### config.mk
export PLATFORM = sky130hd
export DESIGN_NAME = txf_trig_fifo
export DESIGN_NICKNAME = d
export VERILOG_FILES = /design/src/rtl/txf_pkg.sv /design/src/rtl/txf_store.sv /design/src/rtl/txf_flag.sv /design/src/rtl/txf_trig_fifo.sv
export SDC_FILE = /design/constraint.sdc
export NUM_CORES = 1
export LEC_CHECK = 0
export BUFFER_PORTS_ARGS = -buffer_cell sky130_fd_sc_hd__buf_2
export CORE_MARGIN = 5
export CORE_UTILIZATION = 60
export CTS_BUF_LIST = sky130_fd_sc_hd__clkbuf_8
export CTS_CLUSTER_DIAMETER = 40
export DETAILED_ROUTE_END_ITERATION = 10
export PLACE_DENSITY = 0.8
export SLEW_MARGIN = 20
export SYNTH_ARGS = -nofsm -noshare
export SYNTH_HDL_FRONTEND = slang
export SYNTH_SLANG_ARGS = --single-unit
### constraint.sdc
create_clock -name clk -period 11.8 [get_ports clk]
set_input_delay 0.59 -clock clk [delete_from_list [all_inputs] [get_ports clk]]
set_output_delay 0.59 -clock clk [all_outputs]
set_load 0.01 [all_outputs]
### src/rtl/txf_pkg.sv
`timescale 1ns/1ps
package txf_pkg;

  typedef enum logic [1:0] {
    TRIG_HALF    = 2'b00,
    TRIG_QUARTER = 2'b01,
    TRIG_EIGHTH  = 2'b10,
    TRIG_NONE    = 2'b11
  } trig_sel_e;

  // trigger level in bytes as a fraction of the queue depth
  function automatic int unsigned trig_level(input trig_sel_e s, input int unsigned depth);
    case (s)
      TRIG_HALF:    return depth / 2;
      TRIG_QUARTER: return depth / 4;
      TRIG_EIGHTH:  return depth / 8;
      default:      return 0;
    endcase
  endfunction

endpackage

### src/rtl/txf_store.sv
`timescale 1ns/1ps
module txf_store #(
  parameter  int W     = 8,
  parameter  int DEPTH = 16,
  localparam int CW    = $clog2(DEPTH + 1),
  localparam int AW    = (DEPTH > 1) ? $clog2(DEPTH) : 1
) (
  input  logic          clk,
  input  logic          rst_n,
  input  logic          push,
  input  logic [W-1:0]  push_data,
  input  logic          pop,
  output logic [W-1:0]  pop_data,
  output logic [CW-1:0] count
);

  logic [W-1:0]  mem [DEPTH];
  logic [AW-1:0] wptr, rptr, wptr_n, rptr_n;

  // pointer advance: free wrap for power-of-two depth, compare otherwise
  if ((DEPTH & (DEPTH - 1)) == 0) begin : g_pow2
    assign wptr_n = wptr + AW'(1);
    assign rptr_n = rptr + AW'(1);
  end else begin : g_wrap
    assign wptr_n = (wptr == AW'(DEPTH - 1)) ? '0 : wptr + AW'(1);
    assign rptr_n = (rptr == AW'(DEPTH - 1)) ? '0 : rptr + AW'(1);
  end

  always_ff @(posedge clk) begin
    if (push) mem[wptr] <= push_data;
  end

  always_ff @(posedge clk) begin
    if (!rst_n) begin
      wptr  <= '0;
      rptr  <= '0;
      count <= '0;
    end else begin
      if (push) wptr <= wptr_n;
      if (pop)  rptr <= rptr_n;
      case ({push, pop})
        2'b10:   count <= count + CW'(1);
        2'b01:   count <= count - CW'(1);
        default: count <= count;
      endcase
    end
  end

  assign pop_data = mem[rptr];

  // the count never passes the depth
  p_no_overflow_r1: assert property (@(posedge clk) disable iff (!rst_n)
    count <= CW'(DEPTH));

  // the parent never pushes into a full queue
  p_push_room_r1: assert property (@(posedge clk) disable iff (!rst_n)
    push |-> (count < CW'(DEPTH)));

  // a lone pop removes exactly one byte
  p_pop_dec_r2: assert property (@(posedge clk) disable iff (!rst_n)
    (pop && !push) |=> (count == $past(count) - CW'(1)));

  // push with pop keeps the count
  p_both_r9: assert property (@(posedge clk) disable iff (!rst_n)
    (push && pop) |=> $stable(count));

endmodule

### src/rtl/txf_flag.sv
`timescale 1ns/1ps
module txf_flag #(
  parameter int CW = 5
) (
  input  logic          clk,
  input  logic          rst_n,
  input  logic          pop_ev,
  input  logic          dma_ev,
  input  logic [CW-1:0] cnt_next,
  input  logic [CW-1:0] trig,
  input  logic          rd_stb,
  input  logic          wr0_stb,
  output logic          tde
);

  logic armed;   // flag was read as 1 since it last went high
  logic pend;    // write-0 accepted, waiting for count above trigger
  logic above, set_ev, wr0_ok, clr_ev;

  always_comb begin
    above  = cnt_next > trig;
    set_ev = pop_ev && !above;
    wr0_ok = wr0_stb && armed;
    clr_ev = tde && above && (pend || wr0_ok || dma_ev);
  end

  always_ff @(posedge clk) begin
    if (!rst_n) begin
      tde   <= 1'b1;
      armed <= 1'b0;
      pend  <= 1'b0;
    end else if (set_ev) begin
      tde   <= 1'b1;
      armed <= 1'b0;
      pend  <= 1'b0;
    end else if (clr_ev) begin
      tde   <= 1'b0;
      armed <= 1'b0;
      pend  <= 1'b0;
    end else begin
      if (rd_stb && tde) armed <= 1'b1;
      if (wr0_ok)        pend  <= 1'b1;
    end
  end

  // pop landing at or below trigger raises the flag
  p_set_r5: assert property (@(posedge clk) disable iff (!rst_n)
    (pop_ev && !above) |=> tde);

  // the flag only falls when the resulting count was above trigger
  p_fall_above_r6: assert property (@(posedge clk) disable iff (!rst_n)
    $fell(tde) |-> $past(above));

  // unarmed write-0 without DMA leaves the flag high
  p_unarmed_r7: assert property (@(posedge clk) disable iff (!rst_n)
    (tde && wr0_stb && !armed && !pend && !dma_ev) |=> tde);

  // DMA push above trigger drops the flag
  p_dma_clear_r8: assert property (@(posedge clk) disable iff (!rst_n)
    (dma_ev && above) |=> !tde);

endmodule

### src/rtl/txf_trig_fifo.sv
`timescale 1ns/1ps
module txf_trig_fifo #(
  parameter  int W     = 8,
  parameter  int DEPTH = 16,
  localparam int CW    = $clog2(DEPTH + 1)
) (
  input  logic         clk,
  input  logic         rst_n,
  input  logic [1:0]   trig_sel,
  input  logic         cpu_wr_valid,
  output logic         cpu_wr_ready,
  input  logic [W-1:0] cpu_wr_data,
  input  logic         dma_wr_valid,
  output logic         dma_wr_ready,
  input  logic [W-1:0] dma_wr_data,
  output logic         tx_valid,
  input  logic         tx_ready,
  output logic [W-1:0] tx_data,
  input  logic         flag_rd,
  input  logic         flag_wr0,
  output logic         tde_flag,
  output logic [15:0]  status_word
);

  logic [CW-1:0] count, cnt_next, trig_lvl;
  logic          room, cpu_push, dma_push, push, pop;
  logic [W-1:0]  push_data;

  assign trig_lvl = CW'(txf_pkg::trig_level(txf_pkg::trig_sel_e'(trig_sel), DEPTH));

  // one push slot per cycle, CPU first
  assign room         = count < CW'(DEPTH);
  assign cpu_wr_ready = room;
  assign dma_wr_ready = room && !cpu_wr_valid;
  assign cpu_push     = cpu_wr_valid && room;
  assign dma_push     = dma_wr_valid && dma_wr_ready;
  assign push         = cpu_push || dma_push;
  assign push_data    = cpu_push ? cpu_wr_data : dma_wr_data;

  assign tx_valid = count != '0;
  assign pop      = tx_valid && tx_ready;

  always_comb begin
    cnt_next = count;
    if (push && !pop)      cnt_next = count + CW'(1);
    else if (pop && !push) cnt_next = count - CW'(1);
  end

  txf_store #(.W(W), .DEPTH(DEPTH)) u_store (
    .clk       (clk),
    .rst_n     (rst_n),
    .push      (push),
    .push_data (push_data),
    .pop       (pop),
    .pop_data  (tx_data),
    .count     (count)
  );

  txf_flag #(.CW(CW)) u_flag (
    .clk      (clk),
    .rst_n    (rst_n),
    .pop_ev   (pop),
    .dma_ev   (dma_push),
    .cnt_next (cnt_next),
    .trig     (trig_lvl),
    .rd_stb   (flag_rd),
    .wr0_stb  (flag_wr0),
    .tde      (tde_flag)
  );

  assign status_word[15:8] = 8'(count);
  assign status_word[7:0]  = 8'h00;

  // CPU beat blocks the DMA port
  p_cpu_prio_r11: assert property (@(posedge clk) disable iff (!rst_n)
    cpu_wr_valid |-> !dma_wr_ready);

  // a stalled head byte stays put
  p_head_hold_r2: assert property (@(posedge clk) disable iff (!rst_n)
    (tx_valid && !tx_ready) |=> (tx_valid && $stable(tx_data)));

  // a full queue with no pop stays full
  p_full_hold_r1: assert property (@(posedge clk) disable iff (!rst_n)
    (!cpu_wr_ready && !pop) |=> !cpu_wr_ready);

endmodule

==> out/metrics.cfg, run 1 <==
[run_status]
outcome=finished, final reports clean

[logic_synthesis]
syn-cell-area_um2=6240
synth-seq-area-share=0.680
synth.top_cell.area_share=0.616
synth_area_leader_cell=edfxtp_1
ys_warn_count=0
syn_avg_cell_area_um2=17.7
synth_area_leaders=edfxtp_1 62%, mux4_2 14%, dfxtp_1 6.4%
ys_ff_latch=148
synth_cells=353
synth.distinct_cells=42

[setup_path]
arrival_ns=4.61
worstSetupPathType=flip-flop to flip-flop
crit_top_cell=ha_1
crit_chain=inv_1, ha_1, or4b_1, nand2_1, inv_1, ha_1, or4b_2, o21ai_0, xor2_1, ha_1, a21oi_1, a2bb2oi_1, or4_4, a311oi_2
timing.rr.end=u_flag.armed
r2r_cells=14
cp-start-kind=flip-flop
crit_start=u_store.count[0]
critPathMaxStageDelay_ns=0.64
worstSetupEndpoint=u_flag.armed
worstPathRequired_ns=12.15
end_kind=flip-flop
worstReg2RegStart=u_store.count[0]
critPathMaxFanout=11
cp_slowest_cell=or4b_2
r2r_slack_ns=7.55

[cells_and_area]
antenna_cells=0
nNetsFinal=439
area_delta_synth_final_pct=11.5
fin_util=0.680
layout-drive-gt1-share=0.320
fill_cells=679

[detailed_routing]
drc=0
firstDrtPassIters=5
drt_wl_total_mm=12.3
ant_nets=0
first_iter_violations=398
via_count=3374
wl_per_cell_um=22.3
post_drt_via_cell_ratio=6.15

[sta]
final_max_slew_viol_count=0
rsz0062_at_grt=no
setup_ws_ns=7.55
worst_pin_slew_ns=0.957
finalHoldViolCount=0
min_period_ns=4.26
fin_crit_sh=0.361
final.setup.tns_ns=0
maxSlewHeadroom=0.360
holdWs_ns=0.389
max_freq_ghz=0.235
finalClockSkew_ns=0.0117
setup_viol=0

[placed_design]
dp_hpwl_mm=7.95
io_buffers=41
place_congestion=0.821
dpl_worst_slack_ns=7.59

[clock_network]
root_buffer=clkbuf_8
cts_buffers=17
clkTransAtPathRegs_ns=0.08
postCtsSetupRepairBufs=0
cts_tree=done
cts.sinks=148
cts-resized-gates=0
h-tree-depth=4
clockBufferDepth=2
clock_latency_ns=0.43
cts_hold_buf=0

[pwr]
peakVddDrop_mv=0.109
p_leak_uw=0.00237
powerDensity_nw_per_um2=200
swShare=0.280
clockPowerShare=0.298
p_sw_uw=390
p_int_uw=1000
p_comb_frac=0.243
seqPwrFrac=0.459

[floorplanning]
dieWidth_um=112
start_util=0.610
die_area_um2=12500
dieHeight_um=112
io_pins=53
core_um2=10200
fp-row-count=37

[global_route]
grt.total_usage=0.206
grt_pass1_wl_mm=19.4
grt_max_degree=27
grt-ovfl-total=0
antenna_found_initial=0
grt_pass1_vias=3459

[min_path]
min_path_cells=2
min_path_type=input pin to flip-flop

[run]
maxCapViolations=0

-- sequential cells by signal, indices dropped and copies added, names as in the netlist, named ones only --
name	count
u_flag.armed	1
u_flag.pend	1
u_flag.tde	1
u_store.count	5
u_store.mem	128
u_store.rptr	4
u_store.wptr	4
-- layout make-up --
| cell class | count | area, um2 | share of cell area |
|---|---|---|---|
| clock inverters | 15 | 190 | 0.0273 |
| flip-flops and latches | 148 | 4250 | 0.610 |
| repair buffers | 47 | 250 | 0.0359 |
| clock buffers | 17 | 234 | 0.0336 |
| inverters | 9 | 33.8 | 0.00485 |
| multi-input cells | 177 | 1840 | 0.264 |
| well taps | 136 | 170 | 0.0244 |
-- worst max-delay path, delay by kind of cell (launching register included) --
kind	cells	cell delay (ns)
compound gates	4	0.70
xor+xnor	1	0.18
fa+ha+maj	3	0.96
buf+inv	2	0.24
flops	1	0.46
simple gates	4	1.65
-- through the flow --
stage / instances / total power, uW / instance area (um2)
finish: 549 / 1390 / 6960
global route: 549 / 1460 / 6960
CTS: 549 / 1400 / 6960
detailed placement: 517 / 985 / 6540
global placement: 517 / 971 / 6540
floorplan: 363 / 896 / 6280
-- power by group through the flow --
| stage | sequential [uW] | clock [uW] | combinational, uW |
|---|---|---|---|
| 2_1_floorplan | 636 | 0 | 260 |
| 3_3_place_gp | 647 | 0 | 324 |
| 3_5_place_dp | 650 | 0 | 335 |
| 4_1_cts | 638 | 417 | 341 |
| 5_1_grt | 643 | 444 | 368 |
| 6_report | 638 | 415 | 337 |
-- placed cells by master, fill, tap and decap left out, drive strengths merged, types with 2 or more instances in the layout --
cell,instances
edfxtp,128
buf,47
mux4,40
nor2,29
dfxtp,20
clkbuf,17
ha,14
nand2,12
inv,12
conb,11
a21oi,9
xor2,8
mux2,8
nor3,6
clkinv,6
nand2b,4
nand3,4
xnor2,4
bufinv,4
a211oi,4
nand4,3
o21ai,2
nand4b,2
clkinvlp,2
or4b,2
-- worst min path at each step --
stage	slack, ns	from	end
global route	0.40	rst_n	u_flag.tde
detailed placement	0.51	u_store.rptr[3]	u_store.rptr[3]
CTS	0.37	rst_n	u_flag.tde
global placement	0.50	u_store.rptr[1]	u_store.rptr[1]
finish	0.39	rst_n	u_flag.tde
floorplan	0.46	u_store.rptr[1]	flip-flop
-- metal layers --
| layer | vias to the layer above | routed length [um] | global-route usage |
|---|---|---|---|
| met4 | 0 | 113 | 0.0545 |
| li1 | 1459 | - | - |
| met3 | 18 | 928 | 0.0442 |
| met2 | 181 | 6510 | 0.355 |
| met1 | 1716 | 4700 | 0.271 |
| met5 | - | 0 | 0 |
-- synth_stat cells, drive strengths merged --
master and instances:
edfxtp 128, mux4 40, nor2 29, buf 22
dfxtp 20, ha 14, nand2 12, a21oi 9
inv 9, mux2 8, xor2 8, clkbuf 7
nor3 6, a211oi 4, nand2b 4, nand3 4
xnor2 4, nand4 3, nand4b 2, o21ai 2
or4b 2, a2bb2oi 1, a311oi 1, a32oi 1
and3 1, conb 1, mux2i 1, nand3b 1
nand4bb 1, nor2b 1, o211a 1, o211ai 1
o21ba 1, o31ai 1, or2 1, or3 1
or4 1
-- kinds of logic (layout without fill, tap and decap cells) --
group                      Yosys count  after routing  share of synthesized area
xor gates and xnor gates            12             12                     0.0168
DFF                                148            148                      0.680
buffers and inverters               38             88                     0.0321
and+or+nand+nor                     69             69                     0.0573
muxes                               49             49                      0.160
AOI/OAI and AO/OA                   22             22                     0.0252
other                                1             11                   0.000601
adders and majority gates           14             14                     0.0281
No activity file was read; power rests on OpenSTA's default activity.
==> run 2: changes to the inputs <==
==> constraint.sdc (replaced) <==
create_clock -name clk -period 4.4 [get_ports clk]
set_input_delay 0.22 -clock clk [delete_from_list [all_inputs] [get_ports clk]]
set_output_delay 0.22 -clock clk [all_outputs]
set_load 0.01 [all_outputs]
==> run 2 against run 1 <==
Effect of this change: largest power group unchanged; setup slack lost 7.1 ns; sequential power increased to 2.8 times the previous value; register-to-register slack lost 7.1 ns; count of clock-buffer cells in the layout stayed put; wire length rose by 1.3%; clock skew decreased by 0.0021 ns; clock power increased to 2.7 times the previous value; sequential cell count unchanged; sequential share of layout area about the same; combinational power rose to 2.5 times the previous value.
==> out/metrics.cfg, run 2 (synthesis gave the netlist of run 1 again) <==
[setup_path]
end_kind=flip-flop
worstReg2RegStart=u_store.count[0]
crit_start=u_store.count[0]
critPathMaxFanout=7
arrival_ns=4.33
worstPathRequired_ns=4.74
worstSetupPathType=flip-flop to flip-flop
cp-start-kind=flip-flop
r2r_cells=14

[cells_and_area]
multi_input_area_um2=1860
final-seq-area_um2=4250
regMostFlops=u_store.mem
area_delta_synth_final_pct=11.6
most-common-layout-cells=128 x edfxtp_1, 41 x buf_2, 40 x mux4_2, 29 x nor2_1, 18 x dfxtp_1
antenna_cells=0
largest_register_ffs=128
nNetsFinal=436
mostFrequentLayoutCell=edfxtp_1
fill_cells=675
reg.largest.list=u_store.mem x128, u_store.count x5
layout-drive-gt1-share=0.318

[pwr]
p_leak_uw=0.00238
power_uw=3750
p_comb_frac=0.226
peakVddDrop_mv=0.278
clockPowerShare=0.305
powerDensity_nw_per_um2=538
swShare=0.273
p_sw_uw=1020
p_int_uw=2730
seqPwrFrac=0.468

[min_path]
min_path_cells=3
hp-start=tx_ready
min_path_type=input pin to flip-flop

[sta]
final_max_slew_viol_count=0
setup_viol=0
min_period_ns=3.99
worst_pin_slew_ns=1.05
final.setup.tns_ns=0
maxSlewHeadroom=0.297
fin_crit_sh=0.907
rsz0062_at_grt=no
finalClockSkew_ns=0.00958
max_freq_ghz=0.251
finalHoldViolCount=0

[placed_design]
dp_hpwl_mm=7.88
io_buffers=41
place_congestion=0.784

[detailed_routing]
drt_wl_total_mm=12.4
ant_nets=0
post_drt_via_cell_ratio=5.97
via_count=3254
wl_per_cell_um=22.8
firstDrtPassIters=5
drc=0
first_iter_violations=242

[global_route]
grt-ovfl-total=0
grt_pass1_vias=3312
grt_pass1_wl_mm=19.0
grt_max_degree=33
grt.total_usage=0.208
antenna_found_initial=0

[clock_network]
cts_tree=done
clockBufferDepth=2
root_buffer=clkbuf_8
cts_buffers=17
h-tree-depth=4
clkTransAtPathRegs_ns=0.08
postCtsSetupRepairBufs=0
clock_latency_ns=0.43
cts.sinks=148

[floorplanning]
io_pins=53
dieHeight_um=112
fp-row-count=37
die_area_um2=12500
core_um2=10200
start_util=0.610
dieWidth_um=112

[run_status]
outcome=finished, final reports clean

[run]
maxCapViolations=0

## run 2: cell types whose count changed in the layout (fill, tap and decap cells not counted), moves of 2 or more
cell / before / now
clkinv_4: 3 / 1
nor3_2: 0 / 4
nor3_1: 6 / 2
inv_1: 11 / 13
buf_4: 6 / 2
clkinvlp_4: 2 / 0
## run 2: final timing paths
kind	endpoint	slack [ns]
max	u_flag.armed	0.41
min	flip-flop	0.11
max reg2reg	u_flag.armed	0.41
min reg2reg	flip-flop	0.49
## run 2: per-stage QoR
stage                      util  hold slack [ns]  cell area, um2  std cells  worst slack, ns
after floorplan               -            0.335            6280        363            0.333
after global placement    0.638            0.456            6530        513            0.618
after detailed placement  0.638            0.466            6530        513            0.431
after CTS                 0.681           0.0925            6970        545            0.401
after global routing      0.681            0.120            6970        545           0.0717
final                     0.681            0.114            6970        545            0.409
## run 2: area by class of cell
| type | count | area share |
|---|---|---|
| Timing Repair Buffer | 44 | 0.0330 |
| Inverter | 9 | 0.00485 |
| Sequential cell | 148 | 0.609 |
| Multi-Input combinational cell | 177 | 0.267 |
| Tap cell | 136 | 0.0244 |
| Clock inverter | 14 | 0.0280 |
| Clock buffer | 17 | 0.0336 |
## run 2: what timing repair did
| item | in CTS | in global routing |
|---|---|---|
| endpoints found under the setup margin | 0 | 0 |
| hold buffers | 1 | 0 |
| gates resized for setup | 0 | 0 |
| endpoints found under the hold margin | 1 | 0 |
## run 2: per-layer routing
layer | wire (um) | part of all wire | vias to the layer above | GRT usage
li1 | - | - | 1448 | -
met1 | 5010 | 0.40 | 1625 | 0.274
met2 | 6400 | 0.52 | 161 | 0.349
met3 | 780 | 0.063 | 20 | 0.0512
met4 | 213 | 0.017 | 0 | 0.0585
met5 | 0 | 0 | - | 0
## run 2: worst max-delay path, stage by stage (launching register included)
cell and delay, ns:
dfxtp_1 0.44, inv_1 0.13, ha_1 0.27, or4b_1 0.29, nand2_1 0.15, inv_1 0.09, ha_1 0.15, or4b_2 0.60
o21ai_0 0.21, xor2_1 0.17, ha_1 0.28, a21oi_1 0.15, a2bb2oi_1 0.11, or4_4 0.57, a311oi_2 0.27
## run 2: power by group through the flow
stage	sequential [uW]	clock [uW]	combinational, uW
2_1_floorplan	1710	0	698
4_1_cts	1760	1150	860
3_3_place_gp	1790	0	822
6_report	1760	1140	849
5_1_grt	1780	1220	926
3_5_place_dp	1790	0	846
==> run 3: changes to the inputs <==
--- a/config.mk
+++ b/config.mk
@@ -7,11 +7,11 @@
 export LEC_CHECK = 0
 export BUFFER_PORTS_ARGS = -buffer_cell sky130_fd_sc_hd__buf_2
 export CORE_MARGIN = 5
-export CORE_UTILIZATION = 60
+export CORE_UTILIZATION = 62
 export CTS_BUF_LIST = sky130_fd_sc_hd__clkbuf_8
 export CTS_CLUSTER_DIAMETER = 40
 export DETAILED_ROUTE_END_ITERATION = 10
-export PLACE_DENSITY = 0.8
+export PLACE_DENSITY = 0.82
 export SLEW_MARGIN = 20
 export SYNTH_ARGS = -nofsm -noshare
 export SYNTH_HDL_FRONTEND = slang
==> constraint.sdc (replaced) <==
create_clock -name clk -period 4.4 [get_ports clk]
set_input_delay 1.1 -clock clk [delete_from_list [all_inputs] [get_ports clk]]
set_output_delay 1.1 -clock clk [all_outputs]
set_load 0.01 [all_outputs]
==> run 3 against run 2 <==
Effect of this change: die area shrank 2.9%; highest routed layer unchanged; hold slack better by 0.39 ns; largest cell class unchanged; wire length shrank 2.3%.
==> out/metrics.cfg, run 3 (synthesis gave the netlist of run 1 again) <==
[placed_design]
dpl-instance-area_um2=6560
io_buffers=41
place_congestion=0.863
dp_hpwl_mm=8.19

[detailed_routing]
drt_wl_total_mm=12.1
post_drt_via_cell_ratio=5.96
drc=0
first_iter_violations=321
wl_per_cell_um=22.1
ant_nets=0
firstDrtPassIters=5
via_count=3274

[run_status]
outcome=finished, final reports clean

[run]
maxCapViolations=0

[global_route]
met3_usage=0.0594
antenna_found_initial=0
use_met1=0.287
grt-ovfl-total=0
grt_max_degree=33
grt.busiest_layer=met2
grt_pass1_vias=3399
grt.total_usage=0.220
grt_pass1_wl_mm=18.7
use_met2=0.361

[setup_path]
worstReg2RegStart=u_store.count[0]
crit_start=u_store.count[0]
arrival_ns=4.37
r2r_cells=14
cp_slowest_cell=or4b_2
cp-start-kind=flip-flop
end_kind=flip-flop
crit_chain=inv_1, ha_1, or4b_1, nand2_1, inv_1, ha_1, or4b_2, o21ai_0, xor2_1, ha_1, a21oi_1, a2bb2oi_1, or4_4, a311oi_2
critPathMaxStageDelay_ns=0.60
critPathMaxFanout=7
worstSetupPathType=flip-flop to flip-flop
crit_top_cell=ha_1
worstPathRequired_ns=4.74

[min_path]
hp-start=u_store.rptr[1]
min_path_type=flip-flop to flip-flop
min_path_cells=2

[pwr]
peakVddDrop_mv=0.308
p_leak_uw=0.00237
powerDensity_nw_per_um2=531

[floorplanning]
start_util=0.636
die_area_um2=12200
core_um2=9820
dieWidth_um=110
dieHeight_um=110
fp-row-count=36
io_pins=53

[sta]
final.setup.tns_ns=0
rsz0062_at_grt=no
maxSlewHeadroom=0.341
max_freq_ghz=0.248
setup_viol=0
final_max_slew_viol_count=0
min_period_ns=4.02
worst_pin_slew_ns=0.984
fin_crit_sh=0.915
finalClockSkew_ns=0.00831
finalHoldViolCount=0

[cells_and_area]
fill_cells=623
stdcell_area_um2=6970
area_delta_synth_final_pct=11.6
mostFrequentLayoutCell=edfxtp_1
most-common-layout-cells=128 x edfxtp_1, 41 x buf_2, 40 x mux4_2, 29 x nor2_1, 19 x dfxtp_1
largest_register_ffs=128
layout-drive-gt1-share=0.332
antenna_cells=0
regMostFlops=u_store.mem
reg.largest.list=u_store.mem x128, u_store.count x5
nNetsFinal=442

[clock_network]
clock_latency_ns=0.42
clockBufferDepth=2
h-tree-depth=4
root_buffer=clkbuf_8
cts_tree=done
cts_buffers=17
cts-resized-gates=0
clkTransAtPathRegs_ns=0.08
cts.sinks=148
cts_hold_buf=0
postCtsSetupRepairBufs=0

==> run 3: cell count changes in the layout (fill, tap and decap cells not counted), sizes merged <==
cell,previous run,this run
buf,43,50
bufinv,5,3
clkinv,4,6
clkinvlp,0,2
dlygate4sd3,1,0
inv,14,13
==> run 3: report_power, final <==
group          internal (uW)  switching (uW)  total [uW]
registers               1630            74.1        1700
logic                    448             473         921
clock network            566             510        1080
==> run 3: layout make-up <==
| class | instances | area (um2) | area share |
|---|---|---|---|
| timing repair buffer | 50 | 273 | 0.0391 |
| inverter | 9 | 33.8 | 0.00485 |
| tap | 133 | 166 | 0.0239 |
| sequential | 148 | 4250 | 0.609 |
| clock inverter | 15 | 180 | 0.0258 |
| multi-input combinational | 177 | 1840 | 0.264 |
| clock buffer | 17 | 234 | 0.0336 |
==> run 3: worst max-delay path: cells and delay by family (launching register included) <==
kind,cells,cell delay (ns)
and+or+nand+nor,4,1.67
adders and majority gates,3,0.71
AOI/OAI and AO/OA,4,0.72
xor gates and xnor gates,1,0.19
DFF,1,0.43
buffers and inverters,2,0.22
==> run 3: layer usage <==
metal | vias up | routed length, um
met1 | 1661 | 4820
met2 | 134 | 6210
met4 | 0 | 213
met3 | 16 | 890
li1 | 1463 | -
met5 | - | 0
==> run 3: final timing paths <==
check | slack (ns) | end
worst max-delay path | 0.38 | u_flag.armed
worst max register to register | 0.38 | u_flag.armed
worst min-delay path | 0.50 | u_store.rptr[1]
worst min register to register | 0.50 | u_store.rptr[1]
==> run 3: per-stage QoR <==
stage | std cells | hold slack, ns | setup slack [ns] | util | power, uW
after floorplan | 363 | 0.463 | 0.206 | - | 2400
after global placement | 517 | 0.494 | 0.408 | 0.668 | 2620
after detailed placement | 517 | 0.492 | 0.320 | 0.668 | 2660
after CTS | 549 | 0.503 | 0.395 | 0.710 | 3720
after global routing | 549 | 0.551 | 0.117 | 0.710 | 3880
final | 549 | 0.502 | 0.376 | 0.710 | 3700
